## src/rtl/nos_pkg.sv

```systemverilog
package nos_pkg;

   typedef enum logic [2:0] {
      OPK_NONE,
      OPK_CMD,
      OPK_ADR,
      OPK_PROG,
      OPK_READ,
      OPK_ID,
      OPK_STAT
   } op_kind_e;

   // register offsets
   localparam logic [3:0] RA_CMD   = 4'd0;
   localparam logic [3:0] RA_ADR   = 4'd1;
   localparam logic [3:0] RA_BUF   = 4'd2;
   localparam logic [3:0] RA_CFG0  = 4'd3;
   localparam logic [3:0] RA_CFG1  = 4'd4;
   localparam logic [3:0] RA_OP    = 4'd5;
   localparam logic [3:0] RA_SPARE = 4'd6;
   localparam logic [3:0] RA_DATA  = 4'd7;

   // main config bit positions
   localparam int unsigned C1_MASK = 4;
   localparam int unsigned C1_SRST = 6;
   localparam int unsigned C1_CE   = 7;
   localparam int unsigned C1_PPB  = 9;

   localparam int unsigned OP_DONE = 15;

   function automatic op_kind_e op_from_bits(input logic [5:0] b);
      op_kind_e k;
      k = OPK_NONE;
      if (b[0]) k = OPK_CMD;
      else if (b[1]) k = OPK_ADR;
      else if (b[2]) k = OPK_PROG;
      else if (b[3]) k = OPK_READ;
      else if (b[4]) k = OPK_ID;
      else if (b[5]) k = OPK_STAT;
      return k;
   endfunction

endpackage

```

## src/rtl/nos_pagebuf.sv

```systemverilog
module nos_pagebuf #(
   parameter int unsigned BUF_LEN = 8,
   localparam int unsigned IW = $clog2(BUF_LEN)
) (
   input  logic          clk,
   input  logic          rst_n,
   input  logic          a_we,
   input  logic [IW-1:0] a_idx,
   input  logic [7:0]    a_wdata,
   output logic [7:0]    a_rdata,
   input  logic          b_we,
   input  logic [IW-1:0] b_idx,
   input  logic [7:0]    b_wdata,
   output logic [7:0]    b_rdata
);

   logic [BUF_LEN-1:0][7:0] mem;

   for (genvar gi = 0; gi < BUF_LEN; gi++) begin : g_byte
      logic [7:0] q;
      always_ff @(posedge clk or negedge rst_n) begin
         if (!rst_n) begin
            q <= '0;
         end else if (a_we && a_idx == IW'(gi)) begin
            q <= a_wdata;
         end else if (b_we && b_idx == IW'(gi)) begin
            q <= b_wdata;
         end
      end
      assign mem[gi] = q;
   end

   assign a_rdata = mem[a_idx];
   assign b_rdata = mem[b_idx];

endmodule

```

## src/rtl/nos_phase.sv

```systemverilog
module nos_phase
   import nos_pkg::*;
#(
   parameter int unsigned BUF_LEN    = 8,
   parameter int unsigned ID_LEN     = 4,
   parameter int unsigned STROBE_CYC = 2,
   localparam int unsigned IW = $clog2(BUF_LEN),
   localparam int unsigned TW = $clog2(STROBE_CYC + 1)
) (
   input  logic          clk,
   input  logic          rst_n,
   input  logic          abort,
   input  logic          start,
   input  op_kind_e      start_kind,
   input  logic [7:0]    cmd_byte,
   input  logic [7:0]    adr_byte,
   input  logic          rb_n,
   input  logic [7:0]    dq_i,
   input  logic [7:0]    buf_rdata,
   output logic          busy,
   output logic          finish,
   output logic          we_n,
   output logic          re_n,
   output logic          cle,
   output logic          ale,
   output logic [7:0]    dq_o,
   output logic          dq_oe,
   output logic          pb_we,
   output logic [IW-1:0] pb_idx,
   output logic [7:0]    pb_wdata
);

   typedef enum logic [1:0] {PH_IDLE, PH_LOW, PH_HIGH, PH_WAIT} ph_state_e;

   ph_state_e     st;
   op_kind_e      kind_q;
   logic [IW-1:0] idx, last;
   logic [TW-1:0] tmr;
   logic [7:0]    byte_q;
   logic          is_rd, active;

   assign is_rd  = (kind_q == OPK_READ) || (kind_q == OPK_ID) || (kind_q == OPK_STAT);
   assign active = (st == PH_LOW) || (st == PH_HIGH);

   always_ff @(posedge clk or negedge rst_n) begin
      if (!rst_n) begin
         st     <= PH_IDLE;
         kind_q <= OPK_NONE;
         idx    <= '0;
         last   <= '0;
         tmr    <= '0;
         byte_q <= '0;
      end else if (abort) begin
         st <= PH_IDLE;
      end else begin
         unique case (st)
            PH_IDLE: if (start) begin
               st     <= PH_LOW;
               kind_q <= start_kind;
               idx    <= '0;
               tmr    <= TW'(STROBE_CYC - 1);
               byte_q <= (start_kind == OPK_CMD) ? cmd_byte : adr_byte;
               unique case (start_kind)
                  OPK_PROG, OPK_READ: last <= IW'(BUF_LEN - 1);
                  OPK_ID:             last <= IW'(ID_LEN - 1);
                  default:            last <= '0;
               endcase
            end
            PH_LOW: begin
               if (tmr == '0) st <= PH_HIGH;
               else           tmr <= tmr - 1'b1;
            end
            PH_HIGH: begin
               if (idx == last) begin
                  st <= PH_WAIT;
               end else begin
                  idx <= idx + 1'b1;
                  tmr <= TW'(STROBE_CYC - 1);
                  st  <= PH_LOW;
               end
            end
            PH_WAIT: if (rb_n) st <= PH_IDLE;
            default: st <= PH_IDLE;
         endcase
      end
   end

   assign busy     = (st != PH_IDLE);
   assign finish   = (st == PH_WAIT) && rb_n && !abort;
   assign we_n     = !((st == PH_LOW) && !is_rd);
   assign re_n     = !((st == PH_LOW) && is_rd);
   assign cle      = active && (kind_q == OPK_CMD);
   assign ale      = active && (kind_q == OPK_ADR);
   assign dq_oe    = active && !is_rd;
   assign dq_o     = !dq_oe ? 8'h00 : (kind_q == OPK_PROG) ? buf_rdata : byte_q;
   assign pb_we    = (st == PH_LOW) && (tmr == '0) && is_rd && !abort;
   assign pb_idx   = idx;
   assign pb_wdata = dq_i;

   // the two latch enables are never raised together
   p_latch_excl_r3: assert property (@(posedge clk) disable iff (!rst_n) !(cle && ale));
   // a phase strobes either the write or the read line, never both
   p_strobe_excl_r5: assert property (@(posedge clk) disable iff (!rst_n) !(!we_n && !re_n));
   // captures into the buffer only happen on the read strobe
   p_capture_on_read_r6: assert property (@(posedge clk) disable iff (!rst_n) pb_we |-> !re_n);

endmodule

```

## src/rtl/nos_regfile.sv

```systemverilog
module nos_regfile
   import nos_pkg::*;
#(
   parameter int unsigned BUF_LEN = 8,
   parameter int unsigned RST_CYC = 16,
   localparam int unsigned IW = $clog2(BUF_LEN),
   localparam int unsigned RW = $clog2(RST_CYC + 1)
) (
   input  logic          clk,
   input  logic          rst_n,
   input  logic          reg_wr,
   input  logic          reg_rd,
   input  logic [3:0]    reg_addr,
   input  logic [15:0]   reg_wdata,
   output logic [15:0]   reg_rdata,
   input  logic          phase_busy,
   input  logic          phase_finish,
   input  logic [7:0]    hbuf_rdata,
   output logic          hbuf_we,
   output logic [IW-1:0] hbuf_idx,
   output logic [7:0]    hbuf_wdata,
   output logic          start,
   output op_kind_e      start_kind,
   output logic [7:0]    cmd_byte,
   output logic [7:0]    adr_byte,
   output logic          soft_rst,
   output logic          done,
   output logic          irq_mask,
   output logic          ce_en,
   output logic [1:0]    cs_sel,
   output logic [1:0]    ppb_code
);

   logic [15:0]   r_cmd, r_adr, r_buf, r_cfg0, r_cfg1, r_spare;
   logic [5:0]    r_act;
   logic          r_done;
   logic [IW-1:0] ptr;
   logic [RW-1:0] rst_cnt;
   logic          op_wr, cfg1_wr, data_rd;

   assign op_wr   = reg_wr && (reg_addr == RA_OP);
   assign cfg1_wr = reg_wr && (reg_addr == RA_CFG1);
   assign data_rd = reg_rd && (reg_addr == RA_DATA);
   assign soft_rst = r_cfg1[C1_SRST];

   assign start      = op_wr && $onehot(reg_wdata[5:0]) && !phase_busy && !soft_rst;
   assign start_kind = op_from_bits(reg_wdata[5:0]);

   always_ff @(posedge clk or negedge rst_n) begin
      if (!rst_n) begin
         r_cmd   <= '0;
         r_adr   <= '0;
         r_buf   <= '0;
         r_cfg0  <= '0;
         r_cfg1  <= '0;
         r_spare <= '0;
         r_act   <= '0;
         r_done  <= 1'b0;
         ptr     <= '0;
         rst_cnt <= '0;
      end else begin
         // soft reset countdown, overridden by a fresh main config write below
         if (soft_rst) begin
            if (rst_cnt == '0) r_cfg1[C1_SRST] <= 1'b0;
            else               rst_cnt <= rst_cnt - 1'b1;
         end
         if (data_rd) ptr <= ptr + 1'b1;
         if (reg_wr) begin
            unique case (reg_addr)
               RA_CMD:   r_cmd   <= reg_wdata;
               RA_ADR:   r_adr   <= reg_wdata;
               RA_BUF: begin
                  r_buf <= reg_wdata;
                  ptr   <= '0;
               end
               RA_CFG0:  r_cfg0  <= reg_wdata;
               RA_CFG1: begin
                  r_cfg1 <= reg_wdata;
                  if (reg_wdata[C1_SRST]) rst_cnt <= RW'(RST_CYC - 1);
               end
               RA_SPARE: r_spare <= reg_wdata;
               RA_DATA:  ptr     <= ptr + 1'b1;
               default: ;
            endcase
         end
         // completion flag: soft reset wins, then finishing, then software clear
         if (soft_rst)                                r_done <= 1'b0;
         else if (phase_finish)                       r_done <= 1'b1;
         else if (op_wr && !reg_wdata[OP_DONE])       r_done <= 1'b0;
         // running operation readback
         if (phase_finish || soft_rst) begin
            r_act <= '0;
         end else if (start) begin
            r_act <= reg_wdata[5:0];
            ptr   <= '0;
         end
      end
   end

   assign hbuf_we    = reg_wr && (reg_addr == RA_DATA) && !phase_busy;
   assign hbuf_idx   = ptr;
   assign hbuf_wdata = reg_wdata[7:0];

   assign cmd_byte = r_cmd[7:0];
   assign adr_byte = r_adr[7:0];
   assign done     = r_done;
   assign irq_mask = r_cfg1[C1_MASK];
   assign ce_en    = r_cfg1[C1_CE];
   assign cs_sel   = r_buf[6:5];
   assign ppb_code = r_cfg1[C1_PPB +: 2];

   always_comb begin
      unique case (reg_addr)
         RA_CMD:   reg_rdata = r_cmd;
         RA_ADR:   reg_rdata = r_adr;
         RA_BUF:   reg_rdata = r_buf;
         RA_CFG0:  reg_rdata = r_cfg0;
         RA_CFG1:  reg_rdata = r_cfg1;
         RA_OP:    reg_rdata = {r_done, 9'b0, r_act};
         RA_SPARE: reg_rdata = r_spare;
         RA_DATA:  reg_rdata = {8'h00, hbuf_rdata};
         default:  reg_rdata = 16'h0000;
      endcase
   end

   // the running operation readback never changes while a phase is in flight
   p_act_hold_r10: assert property (@(posedge clk) disable iff (!rst_n)
      (|r_act && !phase_finish && !soft_rst) |=> $stable(r_act));
   // the reset request bit falls once its window has run out
   p_srst_selfclear_r11: assert property (@(posedge clk) disable iff (!rst_n)
      (soft_rst && rst_cnt == '0 && !cfg1_wr) |=> !soft_rst);
   // completion is never raised while a soft reset is pending
   p_srst_no_done_r11: assert property (@(posedge clk) disable iff (!rst_n)
      (soft_rst && !cfg1_wr) |=> !r_done);

endmodule

```

## src/rtl/nand_op_seq.sv

```systemverilog
module nand_op_seq
   import nos_pkg::*;
#(
   parameter int unsigned BUF_LEN    = 8,
   parameter int unsigned ID_LEN     = 4,
   parameter int unsigned STROBE_CYC = 2,
   parameter int unsigned RST_CYC    = 16
) (
   input  logic        clk,
   input  logic        rst_n,
   input  logic        reg_wr,
   input  logic        reg_rd,
   input  logic [3:0]  reg_addr,
   input  logic [15:0] reg_wdata,
   output logic [15:0] reg_rdata,
   output logic        irq,
   output logic        nf_ce_n,
   output logic [1:0]  nf_cs,
   output logic        nf_cle,
   output logic        nf_ale,
   output logic        nf_we_n,
   output logic        nf_re_n,
   output logic [7:0]  nf_dq_o,
   output logic        nf_dq_oe,
   input  logic [7:0]  nf_dq_i,
   input  logic        nf_rb_n,
   output logic [8:0]  pages_per_blk
);

   localparam int unsigned IW = $clog2(BUF_LEN);

   if (BUF_LEN < 2 || (BUF_LEN & (BUF_LEN - 1)) != 0)
      $error("BUF_LEN must be a power of two of at least 2");
   if (ID_LEN < 1 || ID_LEN > BUF_LEN)
      $error("ID_LEN must lie in 1..BUF_LEN");
   if (STROBE_CYC < 1)
      $error("STROBE_CYC must be at least 1");
   if (RST_CYC < 1)
      $error("RST_CYC must be at least 1");

   logic          start, soft_rst, done, irq_mask, ce_en;
   logic          phase_busy, phase_finish;
   op_kind_e      start_kind;
   logic [7:0]    cmd_byte, adr_byte;
   logic [1:0]    ppb_code;
   logic          hbuf_we, pb_we;
   logic [IW-1:0] hbuf_idx, pb_idx;
   logic [7:0]    hbuf_wdata, hbuf_rdata, pb_wdata, pb_rdata;

   nos_regfile #(.BUF_LEN(BUF_LEN), .RST_CYC(RST_CYC)) u_regs (
      .clk, .rst_n, .reg_wr, .reg_rd, .reg_addr, .reg_wdata, .reg_rdata,
      .phase_busy, .phase_finish, .hbuf_rdata, .hbuf_we, .hbuf_idx, .hbuf_wdata,
      .start, .start_kind, .cmd_byte, .adr_byte, .soft_rst, .done,
      .irq_mask, .ce_en, .cs_sel(nf_cs), .ppb_code
   );

   nos_phase #(.BUF_LEN(BUF_LEN), .ID_LEN(ID_LEN), .STROBE_CYC(STROBE_CYC)) u_phase (
      .clk, .rst_n, .abort(soft_rst), .start, .start_kind, .cmd_byte, .adr_byte,
      .rb_n(nf_rb_n), .dq_i(nf_dq_i), .buf_rdata(pb_rdata),
      .busy(phase_busy), .finish(phase_finish),
      .we_n(nf_we_n), .re_n(nf_re_n), .cle(nf_cle), .ale(nf_ale),
      .dq_o(nf_dq_o), .dq_oe(nf_dq_oe),
      .pb_we, .pb_idx, .pb_wdata
   );

   nos_pagebuf #(.BUF_LEN(BUF_LEN)) u_buf (
      .clk, .rst_n,
      .a_we(pb_we), .a_idx(pb_idx), .a_wdata(pb_wdata), .a_rdata(pb_rdata),
      .b_we(hbuf_we), .b_idx(hbuf_idx), .b_wdata(hbuf_wdata), .b_rdata(hbuf_rdata)
   );

   assign irq           = done && !irq_mask;
   assign nf_ce_n       = !ce_en;
   assign pages_per_blk = 9'd32 << ppb_code;

   // completion only rises after a cycle in which the flash reported ready
   p_ready_before_done_r7: assert property (@(posedge clk) disable iff (!rst_n)
      $rose(done) |-> $past(nf_rb_n));
   // with no phase in flight both strobes rest high
   p_idle_quiet_r10: assert property (@(posedge clk) disable iff (!rst_n)
      !phase_busy |-> (nf_we_n && nf_re_n));

endmodule

```

## config.mk

```make
export PLATFORM = sky130hd
export DESIGN_NAME = nand_op_seq
export DESIGN_NICKNAME = d
export VERILOG_FILES = /design/src/rtl/nos_pkg.sv /design/src/rtl/nos_pagebuf.sv /design/src/rtl/nos_phase.sv /design/src/rtl/nos_regfile.sv /design/src/rtl/nand_op_seq.sv
export SDC_FILE = /design/constraint.sdc
export NUM_CORES = 1
export LEC_CHECK = 0
export BUFFER_PORTS_ARGS = -buffer_cell sky130_fd_sc_hd__clkbuf_2
export CAP_MARGIN = 20
export CORE_ASPECT_RATIO = 0.9
export CORE_UTILIZATION = 40
export DETAILED_ROUTE_END_ITERATION = 16
export PLACE_DENSITY = 0.55
export SLEW_MARGIN = 20
export SYNTH_ARGS = -nofsm -noshare
export SYNTH_HDL_FRONTEND = slang
export SYNTH_SLANG_ARGS = --single-unit
```

## constraint.sdc

```tcl
create_clock -name clk -period 6.79 [get_ports clk]
set_clock_uncertainty 0.2 [all_clocks]
set_input_delay 0.679 -clock clk [delete_from_list [all_inputs] [get_ports clk]]
set_output_delay 0.679 -clock clk [all_outputs]
set_load 0.03 [all_outputs]
```

== Word level (Yosys, flattened, before mapping) ==
Index checks and enable logic that the tools add are counted.

* Register bits after elaboration: 196
* Bits of input ports: 33
* Output and inout bits: 42
* Logic and storage cells: 219

* Add/subtract/negate cells: 9
* Magnitude comparators: 2
* Equality and inequality tests: 42
* Shift operators: 1
* Multiplexer cells: 62
* Bitwise operators: 1
* Reductions and logical operators: 77

{| class="wikitable"
|+ Operator list
! operator !! number
|-
| 2-to-1 mux 8 bit || 21
|-
| one-hot mux 16 bit (8 select lines) || 1
|-
| binary-select mux 8 bit (select 3 bit) || 2
|-
| equality test 3 bit, second input constant || 13
|-
| 2-to-1 mux 3 bit || 12
|-
| logical AND 1 bit || 35
|-
| 2-to-1 mux 5 bit || 5
|-
| nonzero test 2 bit || 11
|-
| equality test 3 x 2 -> 1 bit, second input constant || 7
|-
| one-hot mux 3 bit (2 select lines) || 3
|-
| equality test 4 x 3 -> 1 bit, second input constant || 4
|-
| equality test 3 x 1 -> 1 bit, second input constant || 5
|-
| 2-to-1 mux 2 bit || 7
|-
| 2-to-1 mux 7 bit || 2
|-
| 2-to-1 mux 6 bit || 2
|-
| AND reduction 2 bit || 6
|-
| << shifter 6 x 2 -> 9 bit, first input constant || 1
|-
| equality test 4 x 2 -> 1 bit, second input constant || 2
|-
| zero test 1 bit || 8
|-
| less-than comparator 3 x 4 -> 1 bit, second input constant || 2
|-
| one-hot mux 2 bit (4 select lines) || 1
|-
| adder 1 x 1 -> 2 bit || 3
|-
| adder 3 x 1 -> 3 bit, second input constant || 2
|-
| adder 3 bit || 2
|-
| other kinds (22) || 37
|}

== Depth between registers and ports, before layout ==
Gate-level depths: netlist of run 1.

* Word-level depth: 10
* Depth in mapped cells: 13
* Mapped depth without buffers: 10

== By module ==
From an unflattened synthesis of run 1, not the netlist that was laid out.

* Cell total of the unflattened synthesis: 997
* Area total of the unflattened synthesis: 11110.7 um^2

{| class="wikitable"
|+ By module, submodules not included
! module !! instances !! cells an instance !! area an instance (um^2) !! seq. area each (um^2)
|-
| nos_regfile || 1 || 460 || 5495.3 || 2777.7
|-
| nos_pagebuf || 1 || 363 || 4100.2 || 1601.5
|-
| nos_phase || 1 || 162 || 1437.6 || 500.5
|-
| nand_op_seq || 1 || 12 || 77.6 || 0.0
|}

== Worst setup path after synthesis of run 1 ==
No wires, ideal clock.

* Path type: input-to-reg
* Start: in reg_wdata[4]
* End: reg u_phase.byte_q[0]
* Setup time: 0.125 ns
* Arrival time: 3.520 ns
* Data required time: 6.465 ns
* Setup slack: 2.945 ns
* Cell stages on the path: 13
* Path buffers: 3
* Cells stage by stage: clkbuf_1 > inv_1 > ha_1 > inv_1 > fa_1 > inv_1 > ha_1 > or3_4 > or4_1 > buf_4 > nor2_8 > buf_12 > mux2_4

* Cells in the longest elaborated chain, start to end: 7
* Elaborated cells on any way between the ends: 14
* Classes of those cells: 2 x add/sub; 2 x eq/ne; 6 x mux; 4 x reduce/logical

{| class="wikitable"
|+ Ends and longest elaborated chain
! what !! line !! text
|-
| start, declared || nand_op_seq.sv:14 || <nowiki>input logic [15:0] reg_wdata,</nowiki>
|-
| adder 1 x 1 -> 2 bit (not written as such) or 2-to-1 mux 3 bit (tied branches) || nos_regfile.sv:46, nos_pkg.sv:38 ||
|-
| adder 3 bit (not written as such) or 2-to-1 mux 3 bit (tied branches) || nos_regfile.sv:46, nos_pkg.sv:37 ||
|-
| equality test 3 x 1 -> 1 bit or 2-to-1 mux 3 bit (tied branches) || nos_regfile.sv:46, nos_pkg.sv:36 ||
|-
| logical AND 1 bit or 2-to-1 mux 3 bit (tied branches) || nos_regfile.sv:46, nos_pkg.sv:35 ||
|-
| logical AND 1 bit or 2-to-1 mux 3 bit (tied branches) || nos_regfile.sv:46, nos_pkg.sv:34 ||
|-
| logical AND 1 bit or equality test 3 x 1 -> 1 bit (tied branches) || nos_regfile.sv:46, nos_phase.sv:62 ||
|-
| AND reduction 3 bit (no source line) or 2-to-1 mux 8 bit (tied branches) || - ||
|-
| end signal, assigned || nos_phase.sv:62 || <nowiki>byte_q <= (start_kind == OPK_CMD) ? cmd_byte : adr_byte;</nowiki>
|-
| end, declared || nos_phase.sv:39 || <nowiki>logic [7:0] byte_q;</nowiki>
|}

Several ways; a longest one is shown, not always the timed one.
A chain may end at the register's enable or synchronous reset.

== Worst setup path in the final report of run 1 ==
* Start: in reg_wdata[4]
* End: reg u_phase.byte_q[7]

The elaborated chain is that of the path after synthesis.

==> out/metrics.cfg, run 1 <==
[worst_setup_path]
path_delay_family=simple AND/OR/NAND/NOR gates
critPathSlowestCell=or4_1
required_ns=6.92
crit_path_end_kind=flop
worstPathCellList=clkbuf_2, inv_1, ha_1, inv_1, fa_1, inv_1, ha_1, or3_4, or4_1, nor2_8, mux2_2
startpoint_type=primary input
r2r-start=u_phase.pb_idx[1]$_DFFE_PN0P_
critPathBufInv=4
crit_type=primary input to flop
path_max_fanout=15
arrival_ns=3.91
max_stage_delay_ns=0.62
critPathLaunch=reg_wdata[4]
cpMostUsedCell=inv_1

[timing]
post-route-min-period_ns=3.79
setup_viol=0
tns_ns=0
slew_headroom_pct=23.3
hold_violations=0
worst_pin_slew_ns=1.15
period_share_pct=55.8
finalMaxSlewViolations=0
rsz0062_at_grt=no
fmax_mhz=264

[synth]
yosysSeqAreaShare_pct=44.8
synth_xor_area_share_pct=0.241
synth_cell_types=71
synth_compound_area_share_pct=12.8
synth.mux.area_fraction_pct=25.4
yosys.area_share.simple_pct=8.88
ys_seq_elements=195
synth_top_family_by_area=multiplexers
syn_area_sq_um=10900
async_flop_share_pct=100
synth_warnings=0
synth-main-ff-cell=dfrtp_1
synth-adder-area-share_pct=3.24
synth_cells=961
synth_edf_count=0
synth_area_per_cell_sq_um=11.3

[cts]
cts_made_buffers=17
clockBufferDepth=2
root_buffer=clkbuf_16
cts_sinks=195
cts_resized=0
post-cts-setup-buffers=0
cts_tree=yes
hold_buffers=0
clk_latency_ns=0.44
cts.clk_slew.worst_paths_ns=0.07
h-tree-depth=4

[route]
vias=7797
drt-total-wl_microns=30300
firstDrtPassIters=5
drt_iter0_markers=732
wl_per_cell_microns=22.6
antenna_left=0
via_per_inst=5.81
drcViolationCount=0

[cells_and_area]
multi_input_area_sq_um=5560
fin_util_pct=45.5
drive_gt1_share_pct=29.4
fin_nets=1043
syn_to_final_growth_pct=10.3
diodes=0
seqCellArea_sq_um=4880
fillers=2456

[pwr]
ir_worst_vdd_mv=0.180
powerDensity_nw_per_um2=318
p_leak_nw=5.29

[global_route]
grt_antenna_before_repair=0
grt_max_degree=99
grt-ovfl-total=0
grt_pass1_wl_microns=47600
grt_use_total_pct=22.9
grt_pass1_vias=7757

[hold_path]
hold_path.class=primary input to asynchronous set/reset pin

[placement]
port_buffers=69
gp_congestion=0.770
hpwl_microns=19700

[die]
placeableCoreArea_sq_um=26400
fp.dieW_microns=176
io-pin-count=75
die_area_sq_um=27900
die_h_microns=159
start_util_pct=41.2
core.rowCount=56

[run_status]
status=finished, final reports clean

[run]
cap_viol_max_count=0

==> area by class of cell <==
cell class                      instances  share of cell area, %
Timing Repair Buffer                   81                   3.80
Tap cell                              348                   3.62
Clock inverter                          9                   1.01
Sequential cell                       195                   40.6
Clock buffer                           22                   3.86
Multi-Input combinational cell        662                   46.3
Inverter                               26                  0.812
==> report_power, final <==
part | switching [mW] | internal (mW) | total (mW)
sequential | 0.277 | 1.40 | 1.67
clock | 0.471 | 0.568 | 1.04
combinational | 0.597 | 0.505 | 1.10
==> layer usage <==
layer | track usage (%) | vias up | routed length [microns]
li1 | - | 3594 | -
met1 | 34.9 | 4012 | 15500
met2 | 34.0 | 166 | 13400
met3 | 3.53 | 25 | 1190
met4 | 4.97 | 0 | 327
met5 | 0 | - | 0
==> cell usage after synthesis (4+ instances only) <==
master / count / share of area (%)
mux2i_1: 73 / 6.7
o21ai_0: 65 / 3.0
ha_1: 25 / 2.9
inv_1: 26 / 0.90
a31oi_1: 16 / 0.92
a22oi_1: 31 / 2.1
nor2_1: 36 / 1.2
nand3_1: 18 / 0.83
and4_1: 6 / 0.48
mux4_2: 16 / 3.3
nor2b_1: 4 / 0.23
a22o_1: 8 / 0.64
nor3b_1: 4 / 0.28
clkbuf_1: 36 / 1.2
and3_1: 5 / 0.29
o211ai_1: 8 / 0.55
a222oi_1: 7 / 0.64
a221oi_1: 8 / 0.64
mux2_4: 6 / 0.83
nand2b_1: 6 / 0.34
buf_4: 10 / 0.69
nand4_1: 8 / 0.46
mux2_2: 140 / 14
buf_1: 9 / 0.31
buf_2: 26 / 1.2
a21oi_1: 55 / 2.5
dfrtp_1: 195 / 45
nand2_1: 52 / 1.8
==> path summary, 6_finish.rpt <==
check | endpoint | slack [ns] | cells past startpoint
hold / removal | u_regs.r_cfg1[8]$_DFFE_PN0P_ | 0.1 | 1
setup / recovery | u_phase.byte_q[7]$_DFFE_PN0P_ | 3.00 | 11
hold reg to reg | u_regs.r_spare[4]$_DFFE_PN0P_ | 0.28 | 2
min in group clk | u_regs.r_spare[4]$_DFFE_PN0P_ | 0.28 | 2
max in group asynchronous | u_buf.g_byte[7].q[3]$_DFFE_PN0P_ | 5.24 | 2
setup reg to reg | u_buf.g_byte[7].q[4]$_DFFE_PN0P_ | 3.50 | 5
==> per-stage QoR <==
step / power (mW) / setup slack [ns] / hold slack, ns / instances / instance area, sq um
global route: 4.02 / 2.81 / 0.184 / 1343 / 12000
CTS: 3.83 / 3.00 / 0.143 / 1343 / 12000
finish: 3.81 / 3.00 / 0.0967 / 1343 / 12000
floorplan: 2.45 / 2.95 / 0.183 / 965 / 10900
global placement: 2.77 / 2.59 / 0.264 / 1312 / 11400
detailed placement: 2.79 / 2.54 / 0.272 / 1312 / 11400
==> cells by family after synthesis <==
group / count (synthesis)
adders and majority gates: 27
AOI/OAI and AO/OA: 220
xor gates and xnor gates: 3
buffers and inverters: 108
other: 1
muxes: 236
and+or+nand+nor: 171
DFF: 195
==> flip-flops by register name (all words and copies together), names as in the netlist <==
signal	cells
u_regs.rst_cnt	5
u_regs.r_cfg0	16
u_regs.hbuf_idx	3
u_regs.r_buf	16
u_phase.byte_q	8
u_regs.r_cmd	16
u_regs.done	1
u_buf.g_byte.q	64
u_regs.r_adr	16
u_phase.st	2
u_phase.pb_idx	3
u_phase.last	2
u_phase.kind_q	3
u_regs.r_act	6
u_regs.r_cfg1	16
u_phase.tmr	2
u_regs.r_spare	16
==> cells in the final DEF (no fill, tap or decap), types with 3 or more instances in the layout <==
cell type / netlist / routed
o21ai_0: 65 / 65
nor3_1: 3 / 3
ha_1: 25 / 25
nor2b_1: 4 / 4
clkbuf_2: 0 / 68
nand2_1: 52 / 51
o211ai_1: 8 / 8
inv_1: 26 / 26
nor2_1: 36 / 36
a21oi_1: 55 / 55
dfrtp_1: 195 / 194
and3_1: 5 / 5
a222oi_1: 7 / 7
a22o_1: 8 / 8
nand2_2: 3 / 4
nand2b_1: 6 / 6
nand3_1: 18 / 18
mux2_2: 140 / 140
mux4_2: 16 / 16
a31oi_1: 16 / 16
clkbuf_16: 0 / 17
nand4_1: 8 / 8
a221oi_1: 8 / 8
clkbuf_1: 36 / 3
conb_1: 1 / 5
a22oi_1: 31 / 31
mux2_4: 6 / 6
nor3b_1: 4 / 4
clkbuf_8: 0 / 3
and4_1: 6 / 6
mux2i_1: 73 / 73
buf_4: 10 / 11
No activity file was read; power rests on OpenSTA's default activity.
==> run 2, diff against run 1 <==
==> constraint.sdc (replaced) <==
create_clock -name clk -period 3.8 [get_ports clk]
set_clock_uncertainty 0.2 [all_clocks]
set_input_delay 0.38 -clock clk [delete_from_list [all_inputs] [get_ports clk]]
set_output_delay 0.38 -clock clk [all_outputs]
set_load 0.03 [all_outputs]
==> run 2 against run 1 <==
Power rose by 78%. Die area stayed put. Hold slack lost 0.047 ns. Clock-buffer cell count down 1. Design area increased by 1.4%. First-iteration DRC count decreased by 9.0%. Non-clock buffer count grew 24. Global-route usage down 0.26 points. Largest power group unchanged. Sequential cell count is the same. Final cell count is 1.9% higher. Highest routed layer unchanged.
==> out/metrics.cfg, run 2 (synthesis gave the netlist of run 1 again) <==
[cells_and_area]
largest_reg_flops=64  ; unchanged
final_common_cell=dfrtp_1
instances_no_fill=1368  ; +1.9%
layout_common_cells=dfrtp_1, mux2_2, mux2i_1
design_area_sq_um=12200  ; +1.4%
fillers=2463  ; +0.29%
drive_gt1_share_pct=31.2  ; +1.7 points
seqCellArea_sq_um=4880  ; unchanged
multi_input_area_sq_um=5550  ; about the same
fin_nets=1067  ; +2.3%
top_register=u_buf.g_byte.q
diodes=0  ; unchanged
syn_to_final_growth_pct=11.9
fin_util_pct=46.1  ; +0.63 points

[route]
vias=7871  ; +0.95%
wl_per_cell_microns=22.2  ; -1.8%
drt-total-wl_microns=30300  ; about the same
via_per_inst=5.75  ; -0.90%
drt_iter0_markers=666  ; -9.0%
firstDrtPassIters=6  ; +1
antenna_left=0  ; unchanged
drcViolationCount=0  ; unchanged

[cts]
clockBufferDepth=2  ; unchanged
cts_tree=yes
cts_sinks=195  ; unchanged
root_buffer=clkbuf_16
post-cts-setup-buffers=0  ; unchanged
h-tree-depth=4  ; unchanged
cts.clk_slew.worst_paths_ns=0.08  ; about the same
cts_made_buffers=17  ; unchanged
clk_latency_ns=0.44  ; about the same

[timing]
worst_pin_slew_ns=1.19  ; +0.0382 ns
fmax_mhz=304
slew_headroom_pct=20.8  ; -2.6 points
setup_viol=0  ; unchanged
tns_ns=0  ; unchanged
post-route-min-period_ns=3.28
rsz0062_at_grt=no
finalMaxSlewViolations=0  ; unchanged
period_share_pct=86.4
hold_violations=0  ; unchanged

[die]
die_area_sq_um=27900  ; unchanged
start_util_pct=41.2  ; unchanged
placeableCoreArea_sq_um=26400  ; unchanged
die_h_microns=159  ; unchanged
io-pin-count=75  ; unchanged
core.rowCount=56  ; unchanged
fp.dieW_microns=176  ; unchanged

[placement]
hpwl_microns=20400  ; +3.3%
gp_congestion=0.818  ; +6.2%
placed_cell_area_sq_um=11600  ; +1.6%
port_buffers=69  ; unchanged
dpl.cell_count=1335  ; +1.8%

[global_route]
grt_max_degree=82  ; -17%
grt_antenna_before_repair=0  ; unchanged
grt_pass1_wl_microns=47100  ; -1.0%
grt_use_total_pct=22.7  ; -0.26 points
grt-ovfl-total=0  ; unchanged
grt_pass1_vias=7721  ; -0.46%

[worst_setup_path]
regToRegSetupSlack_ns=0.91  ; -2.59 ns
r2r-start=u_phase.st[1]$_DFFE_PN0P_
startpoint_type=flop
path_max_fanout=9  ; -6
required_ns=3.22  ; -3.70 ns
arrival_ns=2.70  ; -1.21 ns
reg2reg_to=u_buf.g_byte[7].q[5]$_DFFE_PN0P_
crit_path_end_kind=primary output
r2r_cells=6  ; +1
crit_type=flop to primary output

[pwr]
p_leak_nw=5.41  ; +2.2%
powerDensity_nw_per_um2=556  ; +75%
finalPower_mw=6.78  ; +78%
ir_worst_vdd_mv=0.301  ; +67%

[run]
cap_viol_max_count=0  ; unchanged

[hold_path]
holdPathEnd=u_regs.r_cfg1[9]$_DFFE_PN0P_
hold_path.class=primary input to flop
worstHoldPathCells=2
min-delay-start=reg_wdata[9]

[run_status]
status=finished, final reports clean

[run 2: critical path, cell delays in order, from the launching register on]
cell and delay (ns):
dfrtp_1 0.42, inv_1 0.11, ha_1 0.32, nor2b_1 0.59, o21ai_0 0.33, a31oi_1 0.26, clkbuf_2 0.24
[run 2: final cells by class]
cell class              count  area share [%]
inverters                  26           0.801
clock inverters            11           0.740
clock buffers              21            3.86
multi-input cells         662            45.6
flip-flops and latches    195            40.1
repair buffers            105            5.35
well taps                 348            3.57
[run 2: repair_timing]
action                                 in CTS  in global routing
endpoints found under the hold margin      77                  0
gates resized for setup                     0                  0
hold buffers                                1                  0
[run 2: routing by layer]
layer | track usage [%] | up-vias | routed length (microns)
li1 | - | 3660 | -
met1 | 33.9 | 3991 | 15100
met2 | 33.7 | 196 | 13400
met3 | 3.44 | 24 | 1310
met4 | 6.50 | 0 | 474
met5 | 0 | - | 0
[run 2: worst max path at each step]
| stage | cells after the start | end | start |
|---|---|---|---|
| floorplan | 13 | u_phase.byte_q[0]$_DFFE_PN0P_ | reg_wdata[4] |
| global placement | 11 | u_phase.kind_q[1]$_DFFE_PN0P_ | reg_wdata[5] |
| detailed placement | 9 | u_phase.byte_q[7]$_DFFE_PN0P_ | reg_wdata[5] |
| CTS | 6 | nf_dq_o[0] | u_phase.st[1]$_DFFE_PN0P_ |
| global route | 6 | nf_dq_o[5] | u_phase.st[0]$_DFFE_PN0P_ |
| finish | 6 | nf_dq_o[1] | u_phase.st[1]$_DFFE_PN0P_ |
[run 2: power by group]
part | switching (mW) | total (mW) | internal, mW | leakage, nW
clock network | 0.874 | 1.78 | 0.909 | 0.278
registers | 0.401 | 2.90 | 2.50 | 2.43
logic | 1.16 | 2.09 | 0.937 | 2.70
total | 2.43 | 6.78 | 4.34 | 5.41
[run 2: through the flow]
step | hold slack, ns | setup slack, ns
finish | 0.0496 | 0.515
CTS | 0.0412 | 0.533
global route | 0.0502 | 0.332
global placement | 0.263 | 0.227
floorplan | -0.116 | 0.254
detailed placement | 0.271 | 0.171
